### config.mk
export PLATFORM = sky130hd
export DESIGN_NAME = adc_post_engine
export DESIGN_NICKNAME = d
export VERILOG_FILES = /design/src/rtl/adc_post_pkg.sv /design/src/rtl/adc_post_seq.sv /design/src/rtl/adc_post_accum.sv /design/src/rtl/adc_post_filt.sv /design/src/rtl/adc_post_thresh.sv /design/src/rtl/adc_post_engine.sv
export SDC_FILE = /design/constraint.sdc
export NUM_CORES = 1
export LEC_CHECK = 0
export CAP_MARGIN = 5
export CORE_ASPECT_RATIO = 0.75
export CORE_UTILIZATION = 55
export DETAILED_ROUTE_END_ITERATION = 10
export DONT_BUFFER_PORTS = 1
export GPL_TIMING_DRIVEN = 0
export PLACE_DENSITY = 0.73
export SETUP_SLACK_MARGIN = 0.02
export SYNTH_ARGS = -nofsm -noshare
export SYNTH_HDL_FRONTEND = slang
export SYNTH_SLANG_ARGS = --single-unit
### constraint.sdc
create_clock -name clk_i -period 7.7 [get_ports clk_i]
set_input_delay 1.54 -clock clk_i [delete_from_list [all_inputs] [get_ports clk_i]]
set_output_delay 1.54 -clock clk_i [all_outputs]
set_load 0.05 [all_outputs]
### src/rtl/adc_post_pkg.sv
package adc_post_pkg;
  typedef enum logic [2:0] {
    MODE_BASIC = 3'd0,
    MODE_ACCUM = 3'd1,
    MODE_AVG   = 3'd2,
    MODE_BURST = 3'd3,
    MODE_LPF   = 3'd4
  } mode_e;

  typedef enum logic [2:0] {
    CMP_NEVER   = 3'd0,
    CMP_LT_LO   = 3'd1,
    CMP_GE_LO   = 3'd2,
    CMP_OUTSIDE = 3'd3,
    CMP_INSIDE  = 3'd4,
    CMP_GT_HI   = 3'd5,
    CMP_LE_HI   = 3'd6,
    CMP_ALWAYS  = 3'd7
  } cmp_e;

  typedef enum logic [2:0] {
    ERR_RES_PREV  = 3'd0,
    ERR_RES_SP    = 3'd1,
    ERR_FILT_SP   = 3'd2,
    ERR_FILT_PREV = 3'd3,
    ERR_RES_FILT  = 3'd4,
    ERR_PREV_SP   = 3'd5,
    ERR_FILT      = 3'd6,
    ERR_RES       = 3'd7
  } calc_e;
endpackage

### src/rtl/adc_post_seq.sv
module adc_post_seq
  import adc_post_pkg::*;
#(
  parameter int CW = 8
) (
  input  logic          clk_i,
  input  logic          rst_ni,
  input  logic          clr_i,
  input  logic          trig_i,
  input  logic          res_valid_i,
  input  logic [2:0]    mode_i,
  input  logic          dbl_i,
  input  logic [CW-1:0] rpt_i,
  input  logic [CW-1:0] cnt_i,
  output logic          take_o,
  output logic          acc_clr_o,
  output logic          conv_req_o,
  output logic          done_set_o,
  output logic          test_o,
  output logic          busy_o
);
  logic busy_q, phase_q, full_q, req_q;
  logic start, more, mark;
  logic [CW-1:0] cnt_inc, rpt_eff;
  logic reached;

  assign cnt_inc = (&cnt_i) ? cnt_i : cnt_i + 1'b1;
  assign rpt_eff = (rpt_i == '0) ? CW'(1) : rpt_i;
  assign reached = cnt_inc >= rpt_eff;

  assign start     = !busy_q && trig_i && !clr_i;
  assign take_o    = busy_q && res_valid_i && !clr_i;
  assign acc_clr_o = start && ((mode_i == MODE_BURST) ||
                               ((mode_i == MODE_AVG) && full_q));

  always_comb begin
    more       = 1'b0;
    done_set_o = 1'b0;
    test_o     = 1'b0;
    mark       = 1'b0;
    if (take_o) begin
      case (mode_i)
        MODE_ACCUM: begin
          done_set_o = 1'b1;
          test_o     = 1'b1;
        end
        MODE_AVG: begin
          done_set_o = 1'b1;
          test_o     = reached;
          mark       = reached;
        end
        MODE_BURST: begin
          done_set_o = reached;
          test_o     = reached;
          more       = !reached;
        end
        MODE_LPF: begin
          done_set_o = 1'b1;
          test_o     = reached;
        end
        default: begin
          if (dbl_i && !phase_q) more = 1'b1;
          else begin
            done_set_o = 1'b1;
            test_o     = 1'b1;
          end
        end
      endcase
    end
  end

  always_ff @(posedge clk_i or negedge rst_ni) begin
    if (!rst_ni) begin
      busy_q  <= 1'b0;
      phase_q <= 1'b0;
      full_q  <= 1'b0;
      req_q   <= 1'b0;
    end else if (clr_i) begin
      busy_q  <= 1'b0;
      phase_q <= 1'b0;
      full_q  <= 1'b0;
      req_q   <= 1'b0;
    end else begin
      req_q <= 1'b0;
      if (start) begin
        busy_q  <= 1'b1;
        phase_q <= 1'b0;
        full_q  <= 1'b0;
        req_q   <= 1'b1;
      end else if (take_o) begin
        if (more) begin
          req_q   <= 1'b1;
          phase_q <= 1'b1;
        end else begin
          busy_q <= 1'b0;
        end
        if (mark) full_q <= 1'b1;
      end
    end
  end

  assign conv_req_o = req_q;
  assign busy_o     = busy_q;
endmodule

### src/rtl/adc_post_accum.sv
module adc_post_accum #(
  parameter int DW = 12,
  parameter int AW = 18,
  parameter int CW = 8
) (
  input  logic          clk_i,
  input  logic          rst_ni,
  input  logic          clr_i,
  input  logic          acc_clr_i,
  input  logic          take_i,
  input  logic [DW-1:0] res_i,
  output logic [AW-1:0] acc_o,
  output logic [AW-1:0] acc_nxt_o,
  output logic [CW-1:0] cnt_o,
  output logic          ovf_evt_o
);
  logic [AW-1:0] acc_q;
  logic [CW-1:0] cnt_q;
  logic [AW:0]   sum;

  assign sum       = {1'b0, acc_q} + (AW+1)'(res_i);
  assign acc_nxt_o = sum[AW] ? '1 : sum[AW-1:0];
  assign ovf_evt_o = take_i && sum[AW];

  always_ff @(posedge clk_i or negedge rst_ni) begin
    if (!rst_ni) begin
      acc_q <= '0;
      cnt_q <= '0;
    end else if (clr_i || acc_clr_i) begin
      acc_q <= '0;
      cnt_q <= '0;
    end else if (take_i) begin
      acc_q <= acc_nxt_o;
      cnt_q <= (&cnt_q) ? cnt_q : cnt_q + 1'b1;
    end
  end

  assign acc_o = acc_q;
  assign cnt_o = cnt_q;
endmodule

### src/rtl/adc_post_filt.sv
module adc_post_filt
  import adc_post_pkg::*;
#(
  parameter int VW = 16,
  parameter int AW = 18,
  parameter int SW = 3
) (
  input  logic          clk_i,
  input  logic          rst_ni,
  input  logic          clr_i,
  input  logic          take_i,
  input  logic [2:0]    mode_i,
  input  logic [SW-1:0] shift_i,
  input  logic          prev_sel_i,
  input  logic [VW-1:0] res_i,
  input  logic [AW-1:0] acc_nxt_i,
  output logic [VW-1:0] filt_o,
  output logic [VW-1:0] filt_nxt_o,
  output logic [VW-1:0] prev_o
);
  logic [VW-1:0] filt_q, prev_q, avg_v, lpf_v;
  logic [AW-1:0] acc_sh;
  logic signed [VW+1:0] diff, step, lsum;

  assign acc_sh = acc_nxt_i >> shift_i;
  assign avg_v  = (|acc_sh[AW-1:VW]) ? '1 : acc_sh[VW-1:0];

  assign diff  = $signed({2'b00, res_i}) - $signed({2'b00, filt_q});
  assign step  = diff >>> shift_i;
  assign lsum  = $signed({2'b00, filt_q}) + step;
  assign lpf_v = lsum[VW-1:0];

  always_comb begin
    case (mode_i)
      MODE_LPF:                         filt_nxt_o = lpf_v;
      MODE_ACCUM, MODE_AVG, MODE_BURST: filt_nxt_o = avg_v;
      default:                          filt_nxt_o = res_i;
    endcase
  end

  always_ff @(posedge clk_i or negedge rst_ni) begin
    if (!rst_ni) begin
      filt_q <= '0;
      prev_q <= '0;
    end else if (clr_i) begin
      filt_q <= '0;
      prev_q <= '0;
    end else if (take_i) begin
      filt_q <= filt_nxt_o;
      prev_q <= prev_sel_i ? filt_nxt_o : res_i;
    end
  end

  assign filt_o = filt_q;
  assign prev_o = prev_q;
endmodule

### src/rtl/adc_post_thresh.sv
module adc_post_thresh
  import adc_post_pkg::*;
#(
  parameter int VW = 16,
  parameter int EW = 17
) (
  input  logic [2:0]    calc_i,
  input  logic [2:0]    cmp_i,
  input  logic [VW-1:0] res_i,
  input  logic [VW-1:0] prev_i,
  input  logic [VW-1:0] filt_i,
  input  logic [VW-1:0] sp_i,
  input  logic [EW-1:0] lo_i,
  input  logic [EW-1:0] hi_i,
  output logic [EW-1:0] err_o,
  output logic          hit_o
);
  logic [VW-1:0] op_a, op_b;
  logic signed [EW-1:0] err_s, lo_s, hi_s;
  logic below, above;

  always_comb begin
    op_b = '0;
    case (calc_e'(calc_i))
      ERR_RES_PREV:  begin op_a = res_i;  op_b = prev_i; end
      ERR_RES_SP:    begin op_a = res_i;  op_b = sp_i;   end
      ERR_FILT_SP:   begin op_a = filt_i; op_b = sp_i;   end
      ERR_FILT_PREV: begin op_a = filt_i; op_b = prev_i; end
      ERR_RES_FILT:  begin op_a = res_i;  op_b = filt_i; end
      ERR_PREV_SP:   begin op_a = prev_i; op_b = sp_i;   end
      ERR_FILT:      op_a = filt_i;
      default:       op_a = res_i;
    endcase
  end

  assign err_s = $signed(EW'(op_a)) - $signed(EW'(op_b));
  assign lo_s  = $signed(lo_i);
  assign hi_s  = $signed(hi_i);
  assign below = err_s < lo_s;
  assign above = err_s > hi_s;

  always_comb begin
    case (cmp_e'(cmp_i))
      CMP_NEVER:   hit_o = 1'b0;
      CMP_LT_LO:   hit_o = below;
      CMP_GE_LO:   hit_o = !below;
      CMP_OUTSIDE: hit_o = below || above;
      CMP_INSIDE:  hit_o = !below && !above;
      CMP_GT_HI:   hit_o = above;
      CMP_LE_HI:   hit_o = !above;
      default:     hit_o = 1'b1;
    endcase
  end

  assign err_o = err_s;
endmodule

### src/rtl/adc_post_engine.sv
module adc_post_engine #(
  parameter int DW = 12,
  parameter int VW = 16,
  parameter int AW = 18,
  parameter int CW = 8,
  parameter int EW = 17,
  parameter int SW = 3
) (
  input  logic          clk_i,
  input  logic          rst_ni,
  input  logic          clr_i,
  input  logic [2:0]    flag_clr_i,
  input  logic [2:0]    mode_i,
  input  logic          dbl_i,
  input  logic [CW-1:0] rpt_i,
  input  logic [SW-1:0] shift_i,
  input  logic [2:0]    calc_i,
  input  logic          prev_sel_i,
  input  logic [VW-1:0] setpoint_i,
  input  logic [EW-1:0] thr_lo_i,
  input  logic [EW-1:0] thr_hi_i,
  input  logic [2:0]    thr_mode_i,
  input  logic          trig_i,
  output logic          conv_req_o,
  input  logic          res_valid_i,
  input  logic [DW-1:0] res_i,
  output logic [AW-1:0] acc_o,
  output logic [CW-1:0] cnt_o,
  output logic [VW-1:0] filt_o,
  output logic [VW-1:0] prev_o,
  output logic [EW-1:0] err_o,
  output logic          done_o,
  output logic          thr_o,
  output logic          ovf_o
);
  logic          take, acc_clr, done_set, test, busy, ovf_evt, hit;
  logic [AW-1:0] acc_nxt;
  logic [VW-1:0] res_ext, filt_nxt;
  logic [EW-1:0] err_nxt, err_q;
  logic          done_q, thr_q, ovf_q;

  assign res_ext = VW'(res_i);

  adc_post_seq #(.CW(CW)) u_seq (
    .clk_i, .rst_ni, .clr_i, .trig_i, .res_valid_i, .mode_i, .dbl_i, .rpt_i,
    .cnt_i(cnt_o), .take_o(take), .acc_clr_o(acc_clr), .conv_req_o,
    .done_set_o(done_set), .test_o(test), .busy_o(busy)
  );

  adc_post_accum #(.DW(DW), .AW(AW), .CW(CW)) u_accum (
    .clk_i, .rst_ni, .clr_i, .acc_clr_i(acc_clr), .take_i(take), .res_i,
    .acc_o, .acc_nxt_o(acc_nxt), .cnt_o, .ovf_evt_o(ovf_evt)
  );

  adc_post_filt #(.VW(VW), .AW(AW), .SW(SW)) u_filt (
    .clk_i, .rst_ni, .clr_i, .take_i(take), .mode_i, .shift_i, .prev_sel_i,
    .res_i(res_ext), .acc_nxt_i(acc_nxt), .filt_o, .filt_nxt_o(filt_nxt), .prev_o
  );

  adc_post_thresh #(.VW(VW), .EW(EW)) u_thr (
    .calc_i, .cmp_i(thr_mode_i), .res_i(res_ext), .prev_i(prev_o),
    .filt_i(filt_nxt), .sp_i(setpoint_i), .lo_i(thr_lo_i), .hi_i(thr_hi_i),
    .err_o(err_nxt), .hit_o(hit)
  );

  always_ff @(posedge clk_i or negedge rst_ni) begin
    if (!rst_ni) begin
      err_q <= '0;
    end else if (clr_i) begin
      err_q <= '0;
    end else if (take) begin
      err_q <= err_nxt;
    end
  end

  // set wins over write-one clear
  always_ff @(posedge clk_i or negedge rst_ni) begin
    if (!rst_ni) begin
      done_q <= 1'b0;
      thr_q  <= 1'b0;
      ovf_q  <= 1'b0;
    end else begin
      done_q <= (done_q && !flag_clr_i[0]) || done_set;
      thr_q  <= (thr_q  && !flag_clr_i[1]) || (test && hit);
      ovf_q  <= (ovf_q  && !flag_clr_i[2]) || ovf_evt;
    end
  end

  assign err_o  = err_q;
  assign done_o = done_q;
  assign thr_o  = thr_q;
  assign ovf_o  = ovf_q;
endmodule

# Word level (Yosys, flattened, before mapping)

Index checks and enable logic that the tools add are counted.

Bits of input ports: 92
Word-level logic and storage cells: 131
Output and inout port bits: 79
Register bits: 82

Reduce and logical (&&, ||, !) cells: 47
Order comparisons: 3
Shifts and indexed selects: 2
$add $sub $neg: 5
Equality and inequality tests: 17
Mux-type cells: 45

Operator list:

| operator                                                         | number |
|---|---|
| 16-bit two-way mux                                               | 6 |
| 16-bit one-hot mux with 2 select lines                           | 2 |
| 18-bit two-way mux                                               | 3 |
| 16-bit one-hot mux with 3 select lines                           | 1 |
| 17-bit two-way mux                                               | 2 |
| 8-bit two-way mux                                                | 4 |
| 1-bit two-way mux                                                | 23 |
| 3-bit == test (second input constant)                            | 7 |
| 18-bit by 12-bit adder with 19-bit output                        | 1 |
| 3-bit by 2-bit == test with 1-bit output (second input constant) | 6 |
| 18-bit by 3-bit >> shifter with 18-bit output                    | 1 |
| 18-bit by 3-bit >>> shifter with 16-bit output                   | 1 |
| 17-bit greater-than comparator                                   | 1 |
| 17-bit < comparator                                              | 1 |
| 12-bit by 16-bit subtractor with 17-bit output                   | 1 |
| 16-bit by 16-bit subtractor with 17-bit output                   | 1 |
| 16-bit adder                                                     | 1 |
| 3-bit OR reduction                                               | 5 |
| 1-bit logical AND                                                | 13 |
| 3-bit by 1-bit == test with 1-bit output (second input constant) | 3 |
| 1-bit zero test                                                  | 9 |
| 3-bit nonzero test                                               | 3 |
| 8-bit by 1-bit adder with 8-bit output (second input constant)   | 1 |
| 8-bit >= comparator                                              | 1 |
| other kinds (10)                                                 | 22 |

# Logic depth before layout (Yosys ltp)

Depth in word-level cells: 14
Mapped depth: 40
Depth with buffers taken out: 40

# Cells and area by module

Synthesis repeated with hierarchy kept, for this count alone.

Cells, all modules: 1463
Area, all modules: 11106.9 um2

Modules (own cells, without submodules):

| module          | sequential area each (um2) | times used | area an instance (um2) | cells each |
|---|---|---|---|---|
| adc_post_filt   | 800.8                      | 1          | 4755.8                 | 602 |
| adc_post_thresh | 0.0                        | 1          | 2791.4                 | 456 |
| adc_post_accum  | 650.6                      | 1          | 2070.7                 | 248 |
| adc_post_engine | 500.5                      | 1          | 813.3                  | 66 |
| adc_post_seq    | 100.1                      | 1          | 675.6                  | 91 |

# Worst setup path after synthesis

OpenSTA, ideal clock, no wires.

Path kind: input -> register
Start: input port res_i[1]
End: register thr_q (netlist: thr_o)
Buffers on the path: 0
Data required time: 7.590 ns
Arrival: 8.361 ns
Library setup time: 0.110 ns
Setup slack: -0.771 ns
Cell stages on the path: 32
Cells stage by stage: ha_1 > nor2b_1 > o31a_1 > o31a_1 > o211a_1 > o41ai_1 > xnor2_1 > mux4_2 > mux2_2 > ha_1 > or3_1 > o21ai_0 > a21oi_1 > a21oi_1 > xnor2_1 > a22oi_1 > o31ai_1 > a221o_1 > ha_1 > or2_2 > a21oi_1 > a31oi_1 > a31oi_1 > xnor2_1 > ha_1 > a21oi_1 > o22ai_1 > or4_1 > o21ai_0 > mux2i_1 > o21ai_0 > o41ai_1

Cells in the longest elaborated chain, start to end: 14
Elaborated cells between the ends (all ways): 21
Those cells by class: add/sub (4); order compare (2); shift (2); mux (6); reduce/logical (7)

RTL lines:

| element                                                                                                | line                                                                | text |
|---|---|---|
| start: declaration                                                                                     | adc_post_engine.sv:26                                               | `input logic [DW-1:0] res_i,` |
| parallel branches: the longest is 7 deep, another holds 12-bit by 16-bit subtractor with 17-bit output | n/a                                                                 |  |
| 16-bit by 16-bit subtractor with 17-bit output (*)                                                     | adc_post_thresh.sv:36                                               | `assign err_s = $signed(EW'(op_a)) - $signed(EW'(op_b));` |
| 17-bit < comparator / 17-bit greater-than comparator (equally long branches)                           | adc_post_thresh.sv:39, adc_post_thresh.sv:40                        |  |
| 1-bit zero test (on tied branches)                                                                     | adc_post_thresh.sv:46, adc_post_thresh.sv:48, adc_post_thresh.sv:50 |  |
| 1-bit logical AND                                                                                      | adc_post_thresh.sv:48                                               | `CMP_INSIDE: hit_o = !below && !above;` |
| 1-bit one-hot mux with 7 select lines (*)                                                              | adc_post_thresh.sv:43                                               | `case (cmp_e'(cmp_i))` |
| 1-bit logical AND (*)                                                                                  | adc_post_engine.sv:84                                               | `thr_q <= (thr_q && !flag_clr_i[1]) \|\| (test && hit);` |
| 1-bit logical OR (*)                                                                                   | adc_post_engine.sv:84                                               |  |
| end signal: assignment                                                                                 | adc_post_engine.sv:84                                               |  |
| end: declaration                                                                                       | adc_post_engine.sv:40                                               | `logic done_q, thr_q, ovf_q;` |

Mark *: on every way between the ends.
A chain may end at the register's enable or synchronous reset.

# Final worst setup path

Start: input port res_i[5]
End: register thr_q (netlist: thr_o)

Same word-level chain as after synthesis.

==> out/summary.txt <==
CP max FO = 6
Worst Setup SP = res_i[5]
core region area = 17700 µm²
RSZ-0062 raised after global routing = true
YS warnings = 0
area growth from synthesis to layout = 18.4%
Final setup viols = 1
I/O pin cnt = 171
synthesized instance count = 1240
Core Util, Final = 66.6%
Via Count = 10574
DIE WIDTH = 157 µm
Placed Instance Area = 10400 µm²
Worst R2R Setup Slack = -1000 ps
initial antenna violation count = 0
total CTS buffers = 9
Reg power frac = 25.3%
Reg2Reg Depth = 38
Distinct cells, synth = 78
clk slew on worst S/H paths = 70 ps
Yosys reg bits = 82
first-pass GRT wire length = 55.3 mm
pin count of the biggest net entering global routing = 83
via count normalized by instance count = 6.83
Arr. time, crit path = 9030 ps
PortBufs = 0
Worst Path Required = 7930 ps
DIE AREA = 18700 µm²
commonest non-fill, non-tap cell in the layout = nand2_1
CTS root buf = clkbuf_16
critical path class = in -> reg
global route total overflow = 0
post-route cell area = 11800 µm²
Hold Violations, Final = 0
fillcell total = 1536
Netlist Area Pre-Place = 9970 µm²
Max Clk Rate = 114 MHz
slew margin rel. = 9.84%
Die Y = 119 µm
startpoint types = input pin
H-tree Lvls = 3
combinational share of power = 49.5%
CP peak stage delay = 510 ps
minimum clock period = 8790 ps
synth top area cells = dfrtp_1, ha_1, nand2_1
Crit-path slowest cell = mux4_2
area of the multi-input gates = 8150 µm²
Seq. cell area = 2050 µm²
syn nets = 1434
final WL = 37.0 mm
TritonRoute pass-1 iters = 7
commonest cells after routing, fill and taps aside = nand2_1, nor2_1, ha_1, dfrtp_1, inv_1
syn_area_per_cell = 8.04 µm²
MaxCap Viol Count = 0
Leak = 5.19 nW
CP endpoint kind = register
sw frac = 41.9%
CTS tree = yes
Hold WC Path Type = reg -> reg
Final #Nets = 1495
DRC Markers = 0
EDFF count, synth = 0
Starting Density = 56.3%
Pins Over Slew Limit = 0
Worst Setup EP = thr_o
Tcrit/Tclk final = 114%
Synth top area share = 20.6%
clk_skew = 11.1 ps
worst-margin pin slew = 1350 ps
VDD IR max = 129 µV
final setup margin = -1090 ps
placer congestion estimate = 0.978
Starting DRT DRC Count = 1327
WL/cell = 23.9 µm
failing checks = setup timing
All-Layer GR Usage = 39.4%
FF-to-FF End = thr_o
Post-synth ARST share = 100%
Pint = 1.18 mW
clk_lat worst skew = 360 ps
Main synth FF type = dfrtp_1
Sw Pwr = 851 µW
share of layout cells above drive strength 1 = 18.5%
CTS Sinks = 82
PD cells = 172 nW/µm²
CTS max path bufs = 2
status = finished, violations left
reg2reg start = u_filt.filt_o[1]
sequential fraction of the synthesis area = 20.6%
Yosys top cell by area = dfrtp_1
post-route ant nets = 0
setup TNS = -1090 ps
DP HPWL = 27.4 mm
FP Rows = 42
Clock Power Share = 25.2%
number of global-route vias before repair = 9463
==> logic make-up after synthesis <==
group	synth area share, %
buffers and inverters	5.66
DFF	20.6
AOI/OAI and AO/OA	31.0
adders and majority gates	13.1
xor gates and xnor gates	4.48
muxes	8.01
and+or+nand+nor	17.2
==> flip-flops by register name, indices dropped and copies added (netlist names) <==
| register | cells |
|---|---|
| err_o | 17 |
| done_o | 1 |
| ovf_o | 1 |
| u_filt.filt_o | 16 |
| u_accum.acc_o | 18 |
| u_seq.conv_req_o | 1 |
| u_seq.busy_o | 1 |
| u_seq.full_q | 1 |
| u_filt.prev_o | 16 |
| thr_o | 1 |
| u_seq.phase_q | 1 |
| u_accum.cnt_o | 8 |
==> critical path, delay by kind of cell <==
| family | cells | cell delay, ps |
|---|---|---|
| AND/OR/NAND/NOR | 16 | 2940 |
| buffers and inverters | 2 | 320 |
| multiplexers | 1 | 510 |
| adder cells (fa/ha/maj) | 4 | 880 |
| AO/OA/AOI/OAI | 12 | 2460 |
| XOR/XNOR | 2 | 360 |
==> power by group through the flow <==
stage          Combinational (mW)  Clock [mW]  Sequential, mW
6_report                     1.01       0.512           0.514
3_5_place_dp                0.785           0           0.521
4_1_cts                     0.886       0.512           0.513
2_1_floorplan               0.602           0           0.514
5_1_grt                      1.09       0.529           0.515
3_3_place_gp                0.772           0           0.521
==> Yosys cell counts (all sizes together) (15+ instances only) <==
cell,number
a21o,27
a21oi,70
a221oi,16
a22o,37
a22oi,24
a31oi,19
clkbuf,51
dfrtp,82
ha,98
inv,82
mux2,24
mux2i,19
mux4,15
nand2,116
nand3,25
nor2,104
nor2b,17
nor3,22
o211ai,15
o21a,23
o21ai,81
xnor2,35
xor2,16
==> layer usage <==
layer  track usage, %  up-vias  part of all wire [%]
met4             9.89        0                   2.2
met5                0        -                     0
met3             13.8       64                    14
li1                 -     4793                     -
met1             58.2     5042                    43
met2             53.6      675                    40
==> timing repair <==
action | CTS | global route
pin swaps | 49 | 53
setup buffers | 31 | 19
gates resized for setup | 71 | 67
endpoints found under the setup margin | 1 | 1
hold buffers | 0 | 0
==> area by class of cell <==
type | instances | share of cell area, %
multi-input cells | 1012 | 69.1
flip-flops and latches | 82 | 17.4
repair buffers | 50 | 3.18
inverters | 84 | 2.79
well taps | 242 | 2.57
plain buffers | 62 | 2.15
clock buffers | 9 | 1.91
clock inverters | 7 | 0.922
diodes | 1 | 0.0212
==> through the flow <==
step / power (mW) / hold WS [ps] / std cells / worst slack [ps]
CTS: 1.91 / 547 / 1529 / -839
global placement: 1.29 / 502 / 1482 / -2210
global route: 2.13 / 566 / 1548 / -1250
detailed placement: 1.31 / 536 / 1482 / -2250
floorplan: 1.12 / 484 / 1240 / -535
finish: 2.03 / 535 / 1549 / -1090
==> worst min path at each step <==
| stage | startpoint | to | slack, ps | cells past startpoint |
|---|---|---|---|---|
| detailed placement | u_seq.phase_q | u_seq.phase_q | 540 | 2 |
| floorplan | u_seq.phase_q | u_seq.phase_q | 480 | 2 |
| global route | u_seq.phase_q | u_seq.phase_q | 570 | 2 |
| CTS | u_seq.phase_q | u_seq.phase_q | 550 | 2 |
| finish | u_seq.phase_q | u_seq.phase_q | 540 | 2 |
| global placement | u_seq.phase_q | u_seq.phase_q | 500 | 2 |
Power figures use the tool's default switching activity.
